--- config.mk ---
export PLATFORM = sky130hd
export DESIGN_NAME = fp_pair_regfile
export DESIGN_NICKNAME = d
export VERILOG_FILES = /design/src/rtl/fprf_pkg.sv /design/src/rtl/fprf_spec_check.sv /design/src/rtl/fprf_bank.sv /design/src/rtl/fprf_write_ctrl.sv /design/src/rtl/fprf_read_port.sv /design/src/rtl/fp_pair_regfile.sv
export SDC_FILE = /design/constraint.sdc
export NUM_CORES = 2
export LEC_CHECK = 0
export BUFFER_PORTS_ARGS = -buffer_cell sky130_fd_sc_hd__buf_4
export CAP_MARGIN = 20
export CELL_PAD_IN_SITES_DETAIL_PLACEMENT = 0
export CELL_PAD_IN_SITES_GLOBAL_PLACEMENT = 1
export CORE_AREA = 2 2 361 363
export DETAILED_ROUTE_END_ITERATION = 7
export DIE_AREA = 0 0 363 365
export HOLD_SLACK_MARGIN = 0.02
export PLACE_DENSITY_LB_ADDON = 0.1
export SLEW_MARGIN = 20
export SYNTH_ARGS = -nofsm -noshare
export SYNTH_HDL_FRONTEND = slang
export SYNTH_SLANG_ARGS = --single-unit
export TNS_END_PERCENT = 30
--- constraint.sdc ---
create_clock -name clk -period 2.4 [get_ports clk]
set_input_delay 0.24 -clock clk [delete_from_list [all_inputs] [get_ports clk]]
set_output_delay 0.24 -clock clk [all_outputs]
set_load 0.005 [all_outputs]
--- src/rtl/fprf_pkg.sv ---
// Package fprf_pkg
// Shared access-width encoding for the paired register file.
// Assumes one select bit per port: 0 selects a word, 1 selects an even/odd pair.
package fprf_pkg;
    typedef enum logic {
        ACC_WORD = 1'b0,
        ACC_PAIR = 1'b1
    } acc_width_e;
endpackage

--- src/rtl/fprf_spec_check.sv ---
// Module fprf_spec_check
// Decodes a register specifier and an access width into the low and high
// register indices of the access. Flags a pair access that names an odd register.
// Assumes the register count is a power of two, so the odd partner of an
// even index is always in range.
module fprf_spec_check
    import fprf_pkg::*;
#(
    parameter int IDX_W = 5
) (
    input  logic [IDX_W-1:0] idx,
    input  logic             dbl,
    output logic             illegal,
    output logic [IDX_W-1:0] lo_idx,
    output logic [IDX_W-1:0] hi_idx
);
    acc_width_e width;

    // Decode the width, the legality and both register indices.
    always_comb begin
        width   = acc_width_e'(dbl);
        illegal = (width == ACC_PAIR) && idx[0];
        hi_idx  = {idx[IDX_W-1:1], 1'b1};
        if (width == ACC_PAIR) begin
            lo_idx = {idx[IDX_W-1:1], 1'b0};
        end else begin
            lo_idx = idx;
        end
    end
endmodule

--- src/rtl/fprf_bank.sv ---
// Module fprf_bank
// The register array itself. Each register has two write lanes: the low lane
// (word or even half of a pair) and the high lane (odd half of a pair).
// Assumes the write controller never drives both lanes at the same index.
module fprf_bank #(
    parameter int NREG   = 32,
    parameter int WORD_W = 32,
    localparam int IDX_W = $clog2(NREG)
) (
    input  logic              clk,
    input  logic              rst_n,
    input  logic              lo_en,
    input  logic [IDX_W-1:0]  lo_idx,
    input  logic [WORD_W-1:0] lo_data,
    input  logic              hi_en,
    input  logic [IDX_W-1:0]  hi_idx,
    input  logic [WORD_W-1:0] hi_data,
    output logic [WORD_W-1:0] q [NREG]
);

    lane_collision_chk: assert property (@(posedge clk) disable iff (!rst_n)
        (lo_en && hi_en) |-> (lo_idx != hi_idx));

    for (genvar i = 0; i < NREG; i++) begin : g_reg
        logic lo_hit;
        logic hi_hit;

        // Match this register against both write lanes.
        always_comb begin
            lo_hit = lo_en && (lo_idx == IDX_W'(i));
            hi_hit = hi_en && (hi_idx == IDX_W'(i));
        end

        // Hold, clear on reset, or load from whichever lane addresses this register.
        always_ff @(posedge clk) begin
            if (!rst_n) begin
                q[i] <= '0;
            end else if (lo_hit) begin
                q[i] <= lo_data;
            end else if (hi_hit) begin
                q[i] <= hi_data;
            end
        end


        untouched_reg_chk: assert property (@(posedge clk) disable iff (!rst_n)
            !(lo_en && (lo_idx == IDX_W'(i))) && !(hi_en && (hi_idx == IDX_W'(i)))
            |=> $stable(q[i]));
    end
endmodule

--- src/rtl/fprf_write_ctrl.sv ---
// Module fprf_write_ctrl
// Turns the write request into lane enables for the bank. A word write uses
// the low lane only. A legal pair write uses both lanes: the offset-0 word goes
// to the even register and the offset-4 word to the odd register. An illegal
// pair write enables neither lane.
module fprf_write_ctrl #(
    parameter int NREG   = 32,
    parameter int WORD_W = 32,
    localparam int IDX_W = $clog2(NREG)
) (
    input  logic                wr_en,
    input  logic                wr_dbl,
    input  logic [IDX_W-1:0]    wr_idx,
    input  logic [2*WORD_W-1:0] wr_data,
    output logic                wr_bad,
    output logic                lo_en,
    output logic [IDX_W-1:0]    lo_idx,
    output logic [WORD_W-1:0]   lo_data,
    output logic                hi_en,
    output logic [IDX_W-1:0]    hi_idx,
    output logic [WORD_W-1:0]   hi_data
);
    logic illegal;

    fprf_spec_check #(.IDX_W(IDX_W)) u_spec (
        .idx     (wr_idx),
        .dbl     (wr_dbl),
        .illegal (illegal),
        .lo_idx  (lo_idx),
        .hi_idx  (hi_idx)
    );

    // Gate the lanes with the request and the legality of the specifier.
    always_comb begin
        wr_bad  = wr_en && illegal;
        lo_en   = wr_en && !illegal;
        hi_en   = wr_en && wr_dbl && !illegal;
        lo_data = wr_data[WORD_W-1:0];
        hi_data = wr_data[2*WORD_W-1:WORD_W];
    end
endmodule

--- src/rtl/fprf_read_port.sv ---
// Module fprf_read_port
// One combinational read port. A word read returns the register in the low
// half of the bus with zero above it. A pair read returns {odd, even}. An
// illegal pair read returns zero and raises the bad flag.
module fprf_read_port #(
    parameter int NREG   = 32,
    parameter int WORD_W = 32,
    localparam int IDX_W = $clog2(NREG)
) (
    input  logic [WORD_W-1:0]   q [NREG],
    input  logic [IDX_W-1:0]    idx,
    input  logic                dbl,
    output logic [2*WORD_W-1:0] data,
    output logic                bad
);
    logic             illegal;
    logic [IDX_W-1:0] lo_idx;
    logic [IDX_W-1:0] hi_idx;

    fprf_spec_check #(.IDX_W(IDX_W)) u_spec (
        .idx     (idx),
        .dbl     (dbl),
        .illegal (illegal),
        .lo_idx  (lo_idx),
        .hi_idx  (hi_idx)
    );

    // Select and arrange the words of the access onto the bus.
    always_comb begin
        bad = illegal;
        if (illegal) begin
            data = '0;
        end else if (dbl) begin
            data = {q[hi_idx], q[lo_idx]};
        end else begin
            data = {{WORD_W{1'b0}}, q[lo_idx]};
        end
    end
endmodule

--- src/rtl/fp_pair_regfile.sv ---
// Module fp_pair_regfile
// Floating-point register file with two read ports and one write port. Each
// port accesses either one word or an even/odd pair. Reads are combinational
// and show the state before the write in the same cycle takes effect.
// Assumes a synchronous active-low reset, and a register count that is a
// power of two.
module fp_pair_regfile #(
    parameter int NREG   = 32,
    parameter int WORD_W = 32,
    localparam int IDX_W = $clog2(NREG),
    localparam int BUS_W = 2 * WORD_W
) (
    input  logic             clk,
    input  logic             rst_n,
    input  logic             wr_en,
    input  logic             wr_dbl,
    input  logic [IDX_W-1:0] wr_idx,
    input  logic [BUS_W-1:0] wr_data,
    output logic             wr_bad,
    input  logic             rd_a_dbl,
    input  logic [IDX_W-1:0] rd_a_idx,
    output logic [BUS_W-1:0] rd_a_data,
    output logic             rd_a_bad,
    input  logic             rd_b_dbl,
    input  logic [IDX_W-1:0] rd_b_idx,
    output logic [BUS_W-1:0] rd_b_data,
    output logic             rd_b_bad
);
    logic              lo_en;
    logic [IDX_W-1:0]  lo_idx;
    logic [WORD_W-1:0] lo_data;
    logic              hi_en;
    logic [IDX_W-1:0]  hi_idx;
    logic [WORD_W-1:0] hi_data;
    logic [WORD_W-1:0] q [NREG];

    fprf_write_ctrl #(.NREG(NREG), .WORD_W(WORD_W)) u_wctl (
        .wr_en   (wr_en),
        .wr_dbl  (wr_dbl),
        .wr_idx  (wr_idx),
        .wr_data (wr_data),
        .wr_bad  (wr_bad),
        .lo_en   (lo_en),
        .lo_idx  (lo_idx),
        .lo_data (lo_data),
        .hi_en   (hi_en),
        .hi_idx  (hi_idx),
        .hi_data (hi_data)
    );

    fprf_bank #(.NREG(NREG), .WORD_W(WORD_W)) u_bank (
        .clk     (clk),
        .rst_n   (rst_n),
        .lo_en   (lo_en),
        .lo_idx  (lo_idx),
        .lo_data (lo_data),
        .hi_en   (hi_en),
        .hi_idx  (hi_idx),
        .hi_data (hi_data),
        .q       (q)
    );

    fprf_read_port #(.NREG(NREG), .WORD_W(WORD_W)) u_rd_a (
        .q    (q),
        .idx  (rd_a_idx),
        .dbl  (rd_a_dbl),
        .data (rd_a_data),
        .bad  (rd_a_bad)
    );

    fprf_read_port #(.NREG(NREG), .WORD_W(WORD_W)) u_rd_b (
        .q    (q),
        .idx  (rd_b_idx),
        .dbl  (rd_b_dbl),
        .data (rd_b_data),
        .bad  (rd_b_bad)
    );


    odd_pair_read_chk: assert property (@(posedge clk) disable iff (!rst_n)
        (rd_a_dbl && rd_a_idx[0]) |-> (rd_a_bad && rd_a_data == '0));


    odd_pair_write_chk: assert property (@(posedge clk) disable iff (!rst_n)
        (wr_en && wr_dbl && wr_idx[0]) |-> wr_bad);


    word_read_upper_chk: assert property (@(posedge clk) disable iff (!rst_n)
        !rd_b_dbl |-> (rd_b_data[BUS_W-1:WORD_W] == '0 && !rd_b_bad));


    pair_write_read_chk: assert property (@(posedge clk) disable iff (!rst_n)
        ($past(rst_n) && $past(wr_en && wr_dbl && !wr_idx[0])
         && rd_a_dbl && rd_a_idx == $past(wr_idx))
        |-> (rd_a_data == $past(wr_data)));


    word_write_read_chk: assert property (@(posedge clk) disable iff (!rst_n)
        ($past(rst_n) && $past(wr_en && !wr_dbl)
         && !rd_b_dbl && rd_b_idx == $past(wr_idx))
        |-> (rd_b_data[WORD_W-1:0] == $past(wr_data[WORD_W-1:0])));
endmodule

==> flow_metrics.env <==
export IMPL_synth_edff_count=0
export IMPL_worstMarginPinSlew_ps=929.3
export IMPL_routed_wirelength_um=302200
export IMPL_worstReg2RegStart="u_bank.q[328]"
export IMPL_antenna_found_initial=14
export IMPL_placed_cells=8611
export IMPL_synth_area_leaders="dfxtp_1, mux4_2, mux2i_1, nand2_1, a211oi_1"
export IMPL_rows=132
export IMPL_synth_common_cells="nand2_1, dfxtp_1, mux2i_1, nor2_1, a21oi_1"
export IMPL_largest_register_ffs=1024
export IMPL_dp_hpwl_um=196600
export IMPL_cts_tree="built"
export IMPL_clock_skew_ps=0
export IMPL_grt_pass1_wl_um=426100
export IMPL_yosysTopAreaCellShare=0.3280
export IMPL_p_per_area_nw_per_um2=561.4
export IMPL_synth_seq_cells=1024
export IMPL_synth_area_leader_cell="dfxtp_1"
export IMPL_detail_route_iter0_violations=9102
export IMPL_via_count=61464
export IMPL_failed_checks="setup timing"
export IMPL_async_flop_share=0
export IMPL_numPortBuffers=215
export IMPL_track_usage=0.4445
export IMPL_antenna_left=0
export IMPL_start_util=0.4858
export IMPL_hold_viol=0
export IMPL_cts_max_level=3
export IMPL_root_buffer="clkbuf_16"
export IMPL_min_period_ps=2868
export IMPL_worstHoldStart="wr_idx[4]"
export IMPL_cap_violations=0
export IMPL_largest_register="u_bank.q"
export IMPL_clkSlewWorstSetupHoldPaths_ps=70
export IMPL_rsz0062_at_grt="true"
export IMPL_fill_cells=10997
export IMPL_fin_ws_ps=-468.2
export IMPL_core_um2=128700
export IMPL_yosysSeqAreaShare=0.3280
export IMPL_die_area_um2=132500
export IMPL_status="finished with violations"
export IMPL_holdWs_ps=177.4
export IMPL_synth_ff_type="dfxtp_1"
export IMPL_stdcell_area_um2=77580
export IMPL_min_period_over_period=1.195
export IMPL_wl_per_cell_um=33.72
export IMPL_overflow=0
export IMPL_numCtsBuffers=119
export IMPL_reg2reg_slack_ps=1020
export IMPL_min_path_type="primary input to flop"
export IMPL_critPathLaunchType="flop"
export IMPL_fmax_mhz=348.7
export IMPL_fin_cells=8961
export IMPL_cts_max_path_buffers=3
export IMPL_peakVddDrop_mv=0.6404
export IMPL_dieWidth_um=363
export IMPL_tns_ps=-30450
export IMPL_avgSynthCellArea_um2=9.091
export IMPL_slew_viol_final=0
export IMPL_synth_warnings=0
export IMPL_pin_count=216
export IMPL_vias_per_cell=6.859
export IMPL_crit_start="u_bank.q[850]"
export IMPL_required_ps=2160
export IMPL_die_h_um=365
export IMPL_post_place_ws_ps=-521.2
export IMPL_finalPower_mw=43.55
export IMPL_syn_nets=6960
export IMPL_crit_path_end_kind="primary output"
export IMPL_fin_nets=7254
export IMPL_path_class="flop to primary output"
export IMPL_fin_util=0.6030
export IMPL_clock_sinks=1024
export IMPL_synthCells=6875
export IMPL_gp_congestion=0.9738
export IMPL_clk_latency_ps=780
export IMPL_top_regs="u_bank.q x1024"
export IMPL_grt_max_degree=112
export IMPL_syn_to_final_growth_pct=24.13
export IMPL_synth_distinct_cells=52
export IMPL_slew_headroom=0.3805
export IMPL_worstPathMaxFanout=4
export IMPL_syn_area_um2=62500
export IMPL_grt_pass1_vias=57984
export IMPL_dr_pass1_iters=6
export IMPL_drive_above_1_share=0.3216
export IMPL_placed_area_um2=70140
export IMPL_arrival_ps=2630
export IMPL_drc=0
export IMPL_p_leak_nw=26.37
export IMPL_setup_viol=128
export IMPL_synth_most_common_cell="nand2_1"
## cell type report
| type | count | area, µm² | share of cell area |
|---|---|---|---|
| sequential | 1024 | 20970 | 0.2704 |
| clock buffer | 163 | 3344 | 0.04311 |
| antenna | 13 | 32.53 | 0.0004193 |
| multi-input combinational | 5055 | 40110 | 0.5170 |
| timing repair buffer | 967 | 10080 | 0.1299 |
| inverter | 2 | 15.01 | 0.0001935 |
| clock inverter | 62 | 924.6 | 0.01192 |
| tap | 1675 | 2096 | 0.02701 |
## report_power, final
group | leakage, nW | switching [mW] | total (mW) | internal [mW]
sequential | 8.45 | 0.180 | 17.4 | 17.2
combinational | 15.8 | 3.70 | 5.97 | 2.28
clock | 2.07 | 8.20 | 20.2 | 12.0
total | 26.4 | 12.1 | 43.6 | 31.5
## path summary, 6_finish.rpt
check,endpoint,depth (start not counted)
setup / recovery,rd_b_data[50],6
hold / removal,u_bank.q[203],4
setup reg to reg,u_bank.q[328],4
hold reg to reg,u_bank.q[241],2
## cell usage in the layout, fill, tap and decap left out, types with 16 or more instances in the layout
cell,n
clkinv_2,23
mux4_2,509
mux2_2,42
dfxtp_1,659
nand3_1,132
nor2b_1,35
buf_6,75
and3b_1,79
nand2_2,35
nor2_2,22
clkbuf_1,25
dfxtp_2,358
a311oi_1,128
nor2_4,46
a22oi_1,17
nor2b_4,16
nand2_1,1305
o221ai_2,21
a21oi_1,575
bufinv_16,21
dlygate4sd3_1,98
buf_4,609
clkbuf_8,18
a21oi_2,48
buf_12,181
nor2_1,618
mux2i_1,727
a211oi_2,62
clkbuf_16,120
a211oi_1,470
## timing repair
| item | in CTS | in global routing |
|---|---|---|
| pin swaps | 87 | 40 |
| hold buffers | 98 | 0 |
| endpoints found under the hold margin | 1024 | 0 |
| buffers inserted | 17 | 9 |
| gates resized for setup | 549 | 188 |
| endpoints found under the setup margin | 128 | 134 |
## worst max-delay path, stage by stage (launching register included)
cell      delay [ps]
dfxtp_1          390
mux4_2           310
nor2b_1          170
a211oi_1          70
buf_4            180
a211oi_1         520
buf_4            220
## logic make-up after synthesis
logic type                share of synthesized area
AOI/OAI and AO/OA                            0.1482
xor gates and xnor gates                  0.0002603
buffers and inverters                       0.05585
DFF                                          0.3280
muxes                                        0.3097
and+or+nand+nor                              0.1580
## routing by layer
metal | part of all wire | track usage | wire [µm]
met5 | 0.00071 | 0 | 216
met3 | 0.13 | 0.1399 | 39130
met2 | 0.42 | 0.6487 | 127300
met1 | 0.38 | 0.5814 | 115100
met4 | 0.068 | 0.2532 | 20490
Note: power is estimated with default switching activity, not from simulation.
